**src/rtl/spi_rx_pkg.sv**
```systemverilog
package spi_rx_pkg;
  localparam int ST_LVL = 0;
  localparam int ST_FIN = 1;
  localparam int ST_OVR = 2;
  localparam int ST_W   = 3;

  typedef struct packed {
    logic ovr_hit;
    logic fin_hit;
    logic lvl_hit;
  } rx_evt_t;
endpackage

```
**src/rtl/spi_rx_shifter.sv**
```systemverilog
module spi_rx_shifter #(
  parameter int DATA_W = 8
) (
  input  logic              clk,
  input  logic              rst,
  input  logic              rx_en,
  input  logic              bit_ce,
  input  logic              sdi,
  output logic              byte_vld,
  output logic [DATA_W-1:0] byte_q
);
  localparam int CW = $clog2(DATA_W);

  logic [CW-1:0]     bit_cnt;
  logic [DATA_W-1:0] shreg;
  logic [DATA_W-1:0] shreg_nxt;

  assign shreg_nxt = {shreg[DATA_W-2:0], sdi};

  always_ff @(posedge clk) begin
    if (rst) begin
      bit_cnt  <= '0;
      shreg    <= '0;
      byte_vld <= 1'b0;
      byte_q   <= '0;
    end else begin
      byte_vld <= 1'b0;
      if (!rx_en) begin
        bit_cnt <= '0;
      end else if (bit_ce) begin
        shreg <= shreg_nxt;
        if (bit_cnt == CW'(DATA_W - 1)) begin
          bit_cnt  <= '0;
          byte_vld <= 1'b1;
          byte_q   <= shreg_nxt;
        end else begin
          bit_cnt <= bit_cnt + 1'b1;
        end
      end
    end
  end
endmodule

```
**src/rtl/spi_rx_store.sv**
```systemverilog
module spi_rx_store
  import spi_rx_pkg::*;
#(
  parameter int DATA_W = 8,
  parameter int DEPTH  = 32,
  parameter int THRESH = 16,
  localparam int AW    = $clog2(DEPTH),
  localparam int LW    = $clog2(DEPTH + 1)
) (
  input  logic              clk,
  input  logic              rst,
  input  logic              seq_mode,
  input  logic              push,
  input  logic [DATA_W-1:0] din,
  input  logic              pop,
  output logic [DATA_W-1:0] rd_data,
  output logic [LW-1:0]     level,
  output rx_evt_t           evt
);
  logic [DATA_W-1:0] mem [DEPTH];
  logic [AW-1:0]     wptr, rptr;
  logic [LW-1:0]     cnt, cnt_nxt;
  logic              unit_full, unit_full_nxt;
  logic [DATA_W-1:0] unit_q;
  logic              fifo_full, fifo_empty;
  logic              wr_fifo, rd_fifo, wr_unit, rd_unit;

  assign fifo_full  = (cnt == LW'(DEPTH));
  assign fifo_empty = (cnt == '0);
  assign wr_fifo = push && seq_mode && !fifo_full;
  assign rd_fifo = pop && seq_mode && !fifo_empty;
  assign wr_unit = push && !seq_mode && !unit_full;
  assign rd_unit = pop && !seq_mode && unit_full;

  always_comb begin
    cnt_nxt = cnt;
    if (wr_fifo && !rd_fifo) cnt_nxt = cnt + 1'b1;
    else if (rd_fifo && !wr_fifo) cnt_nxt = cnt - 1'b1;
    unit_full_nxt = unit_full;
    if (wr_unit) unit_full_nxt = 1'b1;
    else if (rd_unit) unit_full_nxt = 1'b0;
  end

  always_comb begin
    evt.lvl_hit = wr_unit ||
                  (wr_fifo && !rd_fifo &&
                   (cnt_nxt == LW'(THRESH) || cnt_nxt == LW'(DEPTH)));
    evt.fin_hit = wr_unit ||
                  (wr_fifo && !rd_fifo && cnt_nxt == LW'(DEPTH));
    evt.ovr_hit = push && (seq_mode ? fifo_full : unit_full);
  end

  // Queue storage: plain write port, no reset, so it maps to block RAM.
  always_ff @(posedge clk) begin
    if (wr_fifo) mem[wptr] <= din;
  end

  always_ff @(posedge clk) begin
    if (rst) begin
      rd_data <= '0;
    end else if (rd_fifo) begin
      rd_data <= mem[rptr];
    end else if (rd_unit) begin
      rd_data <= unit_q;
    end
  end

  always_ff @(posedge clk) begin
    if (rst) begin
      wptr      <= '0;
      rptr      <= '0;
      cnt       <= '0;
      unit_full <= 1'b0;
      unit_q    <= '0;
      level     <= '0;
    end else begin
      if (wr_fifo) wptr <= (wptr == AW'(DEPTH - 1)) ? '0 : wptr + 1'b1;
      if (rd_fifo) rptr <= (rptr == AW'(DEPTH - 1)) ? '0 : rptr + 1'b1;
      if (wr_unit) unit_q <= din;
      cnt       <= cnt_nxt;
      unit_full <= unit_full_nxt;
      level     <= seq_mode ? cnt_nxt : LW'(unit_full_nxt);
    end
  end
endmodule

```
**src/rtl/spi_rx_irq.sv**
```systemverilog
module spi_rx_irq
  import spi_rx_pkg::*;
(
  input  logic          clk,
  input  logic          rst,
  input  rx_evt_t       evt,
  input  logic          clr_wr,
  input  logic [ST_W-1:0] clr_mask,
  input  logic          lvl_ie,
  input  logic          fin_ie,
  output logic [ST_W-1:0] status,
  output logic          irq
);
  logic [ST_W-1:0] set_v;
  logic [ST_W-1:0] clr_v;

  assign set_v = {evt.ovr_hit, evt.fin_hit, evt.lvl_hit};
  assign clr_v = clr_wr ? clr_mask : '0;

  for (genvar i = 0; i < ST_W; i++) begin : g_flag
    always_ff @(posedge clk) begin
      if (rst) status[i] <= 1'b0;
      else     status[i] <= set_v[i] | (status[i] & ~clr_v[i]);
    end
  end

  always_ff @(posedge clk) begin
    if (rst) irq <= 1'b0;
    else     irq <= (status[ST_LVL] & lvl_ie) | (status[ST_FIN] & fin_ie);
  end
endmodule

```
**src/rtl/spi_rx_ctrl.sv**
```systemverilog
module spi_rx_ctrl
  import spi_rx_pkg::*;
#(
  parameter int DATA_W = 8,
  parameter int DEPTH  = 32,
  parameter int THRESH = 16,
  localparam int LW    = $clog2(DEPTH + 1)
) (
  input  logic              clk,
  input  logic              rst,
  input  logic              rx_en,
  input  logic              bit_ce,
  input  logic              sdi,
  input  logic              seq_mode,
  input  logic              rd_pop,
  output logic [DATA_W-1:0] rd_data,
  output logic [LW-1:0]     fifo_level,
  input  logic              clr_wr,
  input  logic [2:0]        clr_mask,
  input  logic              lvl_ie,
  input  logic              fin_ie,
  output logic [2:0]        status,
  output logic              rx_irq
);
  logic              byte_vld;
  logic [DATA_W-1:0] byte_q;
  rx_evt_t           evt;

  spi_rx_shifter #(.DATA_W(DATA_W)) u_shift (
    .clk(clk), .rst(rst), .rx_en(rx_en), .bit_ce(bit_ce), .sdi(sdi),
    .byte_vld(byte_vld), .byte_q(byte_q)
  );

  spi_rx_store #(.DATA_W(DATA_W), .DEPTH(DEPTH), .THRESH(THRESH)) u_store (
    .clk(clk), .rst(rst), .seq_mode(seq_mode), .push(byte_vld), .din(byte_q),
    .pop(rd_pop), .rd_data(rd_data), .level(fifo_level), .evt(evt)
  );

  spi_rx_irq u_irq (
    .clk(clk), .rst(rst), .evt(evt), .clr_wr(clr_wr), .clr_mask(clr_mask),
    .lvl_ie(lvl_ie), .fin_ie(fin_ie), .status(status), .irq(rx_irq)
  );
endmodule

```
**config.mk**
```make
export PLATFORM = sky130hd
export DESIGN_NAME = spi_rx_ctrl
export DESIGN_NICKNAME = d
export VERILOG_FILES = /design/src/rtl/spi_rx_pkg.sv /design/src/rtl/spi_rx_shifter.sv /design/src/rtl/spi_rx_store.sv /design/src/rtl/spi_rx_irq.sv /design/src/rtl/spi_rx_ctrl.sv
export SDC_FILE = /design/constraint.sdc
export NUM_CORES = 1
export LEC_CHECK = 0
export BUFFER_PORTS_ARGS = -buffer_cell sky130_fd_sc_hd__buf_2
export CORE_MARGIN = 4
export CORE_UTILIZATION = 48
export CTS_CLUSTER_DIAMETER = 120
export DETAILED_ROUTE_END_ITERATION = 12
export GPL_TIMING_DRIVEN = 0
export SYNTH_ARGS = -nofsm -noshare
export SYNTH_HDL_FRONTEND = slang
export SYNTH_SLANG_ARGS = --single-unit
export TNS_END_PERCENT = 50
```
**constraint.sdc**
```tcl
create_clock -name clk -period 5 [get_ports clk]
set_input_delay 0.5 -clock clk [delete_from_list [all_inputs] [get_ports clk]]
set_output_delay 0.5 -clock clk [all_outputs]
set_load 0.1 [all_outputs]
```
==> run_results.csv <==
group,metric,value,unit
final_layout,layout.nets,878,
worst_setup_path,r2r-end,"u_store.mem[29][1]$_DFFE_PP_",
placed_design,dp_hpwl,19030,um
synthesis,syn_nets,811,
final_layout,drive_gt1_frac,0.2036,
synthesis,synth.top_cells.by_area,"edfxtp_1 59%, mux4_2 11%, dfxtp_1 10%",
floorplanning,start_util,0.4930,
sta,drv_slew,0,
global_route,track_usage,0.1976,
clock_tree,holdBufCountCts,0,
worst_setup_path,path_max_fanout,10,
detailed_routing,avgRoutedWirePerCell,23.55,um
global_route,grt_start_max_net_pins,35,
synthesis,avgSynthCellArea,16.48,um^2
clock_tree,htree_levels,2,
sta,skew,0.01580,ns
final_layout,antennaDiodeCount,0,
floorplanning,ioPinCount,31,
floorplanning,die-area,29680,um^2
synthesis,yosys.area.top_type_share,0.5933,
sta,rsz0062_at_grt,"false",
synthesis,synth_edf_count,256,
placed_design,dp_cells,1150,
floorplanning,dieWidth,172.3,um
global_route,grt-ovfl-total,0,
clock_tree,cts_root_buf,"clkbuf_16",
final_layout,final_common_cell,"edfxtp_1",
clock_tree,cts_resized,0,
worst_setup_path,crit_path_start_kind,"register",
worst_setup_path,cpMaxStageDelayCell,"nor2_1",
synthesis,yosys.area.top_type,"edfxtp_1",
worst_setup_path,ff2ff_path_depth,8,
synthesis,synthCells,786,
hold_path,hold_start,"fin_ie",
final_layout,finalNonFillerCells,1214,
synthesis,syn_area,12960,um^2
synthesis,ys_ff_latch,323,
global_route,grt_antenna_before_repair,0,
synthesis,ys_types,51,
detailed_routing,vias,7186,
sta,period_share,0.6915,
detailed_routing,postRouteAntennaNets,0,
sta,setup_viol,0,
run,maxCapViolCount,0,
worst_setup_path,worst_path_largest_cell_delay,0.85,ns
hold_path,hold_path_depth,3,
floorplanning,fp.dieH,172.3,um
clock_tree,cts_buffer_depth,3,
final_layout,n_fill_cell,2055,
floorplanning,coreArea,26280,um^2
power_and_ir_drop,cellPowerDensity,411.2,nW/um^2
detailed_routing,first_pass_iters,5,
floorplanning,std_cell_rows,59,
clock_tree,numCtsBuffers,35,
synthesis,synth_ff_type,"edfxtp_1",
worst_setup_path,path_class,"register to register",
sta,finalHoldViolCount,0,
worst_setup_path,r2r-start,"u_store.cnt[1]$_SDFF_PP0_",
detailed_routing,viasPerCell,5.919,
clock_tree,cts_tree,"built",
hold_path,min_path_type,"input port to register",
global_route,grt_pass1_wl,43540,um
worst_setup_path,required,5.13,ns
global_route,grt_pass1_vias,7136,
placed_design,portBuffers,29,
clock_tree,clock-sinks,323,
power_and_ir_drop,p_leak,4.616,nW
final_layout,layout_common_cells,"256 x edfxtp_1, 74 x nand2_1, 66 x nor2_1, 66 x dfxtp_1, 65 x mux4_2",
hold_path,holdPathEnd,"u_irq.irq$_SDFF_PP0_",
final_layout,area_growth,12.53,%
synthesis,ys_seq_area_frac,0.6969,
detailed_routing,routed_wl,28590,um
clock_tree,insertion_delay,0.51,ns
sta,worst_pin_slew,1.333,ns
synthesis,yosysWarnings,0,
detailed_routing,drt_iter0_drc,802,
clock_tree,cts.clk_slew.worst_paths,0.06,ns
detailed_routing,drc,0,
worst_setup_path,worstPathCellList,"clkbuf_1 -> inv_1 -> ha_1 -> nor4b_2 -> buf_2 -> a21oi_1 -> nand2_1 -> nor2_1",
clock_tree,post_cts_buffers,0,
sta,fin_tns_setup,0,ns
sta,max_slew_margin,0.1103,
worst_setup_path,critical_path_arrival,3.59,ns
status,outcome,"finished, final reports clean",
worst_setup_path,end_kind,"register",
sta,period_minus_slack,3.458,ns
placed_design,finalWeightedCongestion,0.8424,
synthesis,synthArstFlopShare,0,
sta,fmax,0.2892,GHz
power_and_ir_drop,ir_worst_vdd,0.2960,mV
worst_setup_path,reg2reg_slack,1.54,ns
## synthesized netlist by cell type, drive strengths merged, types with 5 or more instances
cell	count
nor2	66
a311oi	8
mux2i	13
edfxtp	256
mux4	75
inv	9
nand3b	7
a211oi	9
nor3	6
a21oi	44
o21ai	9
dfxtp	67
nor2b	7
ha	12
buf	29
nand2	74
nand3	19
o211ai	5
clkbuf	18
## worst max-delay path: cells and delay by family (launching register included)
family	cells	cell delay [ns]
AND/OR/NAND/NOR	3	1.42
AO/OA/AOI/OAI	1	0.45
flip-flops	1	0.33
buffers and inverters	3	0.62
adder cells (fa/ha/maj)	1	0.24
## metrics by stage
step	util	hold WS (ns)	setup slack [ns]	area (um^2)	total power, mW
floorplan	-	0.4322	2.473	12960	3.567
global placement	0.5145	0.4430	1.629	13520	3.723
detailed placement	0.5145	0.4545	1.571	13520	3.730
CTS	0.5537	0.2206	1.553	14550	6.041
global route	0.5548	0.2583	1.199	14580	6.211
finish	0.5548	0.2323	1.542	14580	5.996
## sequential cells by signal, summed over array words and instances (netlist names), named ones only
signal             flops
u_store.mem          256
u_shift.byte_q         8
u_store.rd_data        8
u_store.unit_q         8
u_shift.shreg          7
u_store.cnt            6
u_store.level          6
u_store.rptr           5
u_store.wptr           5
u_irq.status           3
u_shift.bit_cnt        3
u_irq.irq              1
u_shift.byte_vld       1
u_store.unit_full      1
## per-layer routing
layer / global-route usage / vias to the layer above / wire length [um]
li1: - / 3221 / -
met1: 0.2758 / 3704 / 12370
met2: 0.3283 / 223 / 14300
met3: 0.03224 / 38 / 1365
met4: 0.05024 / 0 / 552
met5: 0 / - / 0
## where the power goes
part | internal (mW) | switching, mW | total, mW
Combinational | 0.247 | 0.495 | 0.742
Sequential | 2.90 | 0.0308 | 2.93
Clock | 1.32 | 1.00 | 2.32
## how the worst max path moves through the flow
stage / start / to / slack, ns
global placement: u_store.cnt[1]$_SDFF_PP0_ / u_store.mem[28][2]$_DFFE_PP_ / 1.63
CTS: u_store.cnt[1]$_SDFF_PP0_ / u_store.mem[29][1]$_DFFE_PP_ / 1.55
global route: u_store.cnt[1]$_SDFF_PP0_ / u_store.mem[11][5]$_DFFE_PP_ / 1.20
detailed placement: u_store.cnt[1]$_SDFF_PP0_ / u_store.mem[29][2]$_DFFE_PP_ / 1.57
finish: u_store.cnt[1]$_SDFF_PP0_ / u_store.mem[29][1]$_DFFE_PP_ / 1.54
floorplan: u_store.cnt[1]$_SDFF_PP0_ / u_store.mem[11][0]$_DFFE_PP_ / 2.47
## layout make-up
| cell class | count | area (um^2) | share of cell area |
|---|---|---|---|
| flip-flops and latches | 323 | 9030 | 0.6193 |
| multi-input cells | 407 | 3635 | 0.2493 |
| clock buffers | 43 | 925.9 | 0.06350 |
| well taps | 335 | 419.2 | 0.02875 |
| plain buffers | 47 | 259.0 | 0.01776 |
| repair buffers | 30 | 172.7 | 0.01184 |
| clock inverters | 20 | 105.1 | 0.007208 |
| inverters | 9 | 33.78 | 0.002317 |
## cells by family (layout without fill, tap and decap cells)
kind of cell | after synthesis | in the layout | share of synthesized area
buffers and inverters | 56 | 149 | 0.02260
AOI/OAI and AO/OA | 93 | 93 | 0.04626
muxes | 91 | 91 | 0.1459
adders and majority gates | 12 | 12 | 0.01159
and+or+nand+nor | 209 | 209 | 0.07542
xor gates and xnor gates | 2 | 2 | 0.001352
DFF | 323 | 323 | 0.6969
(Power assumes the default switching activity.)
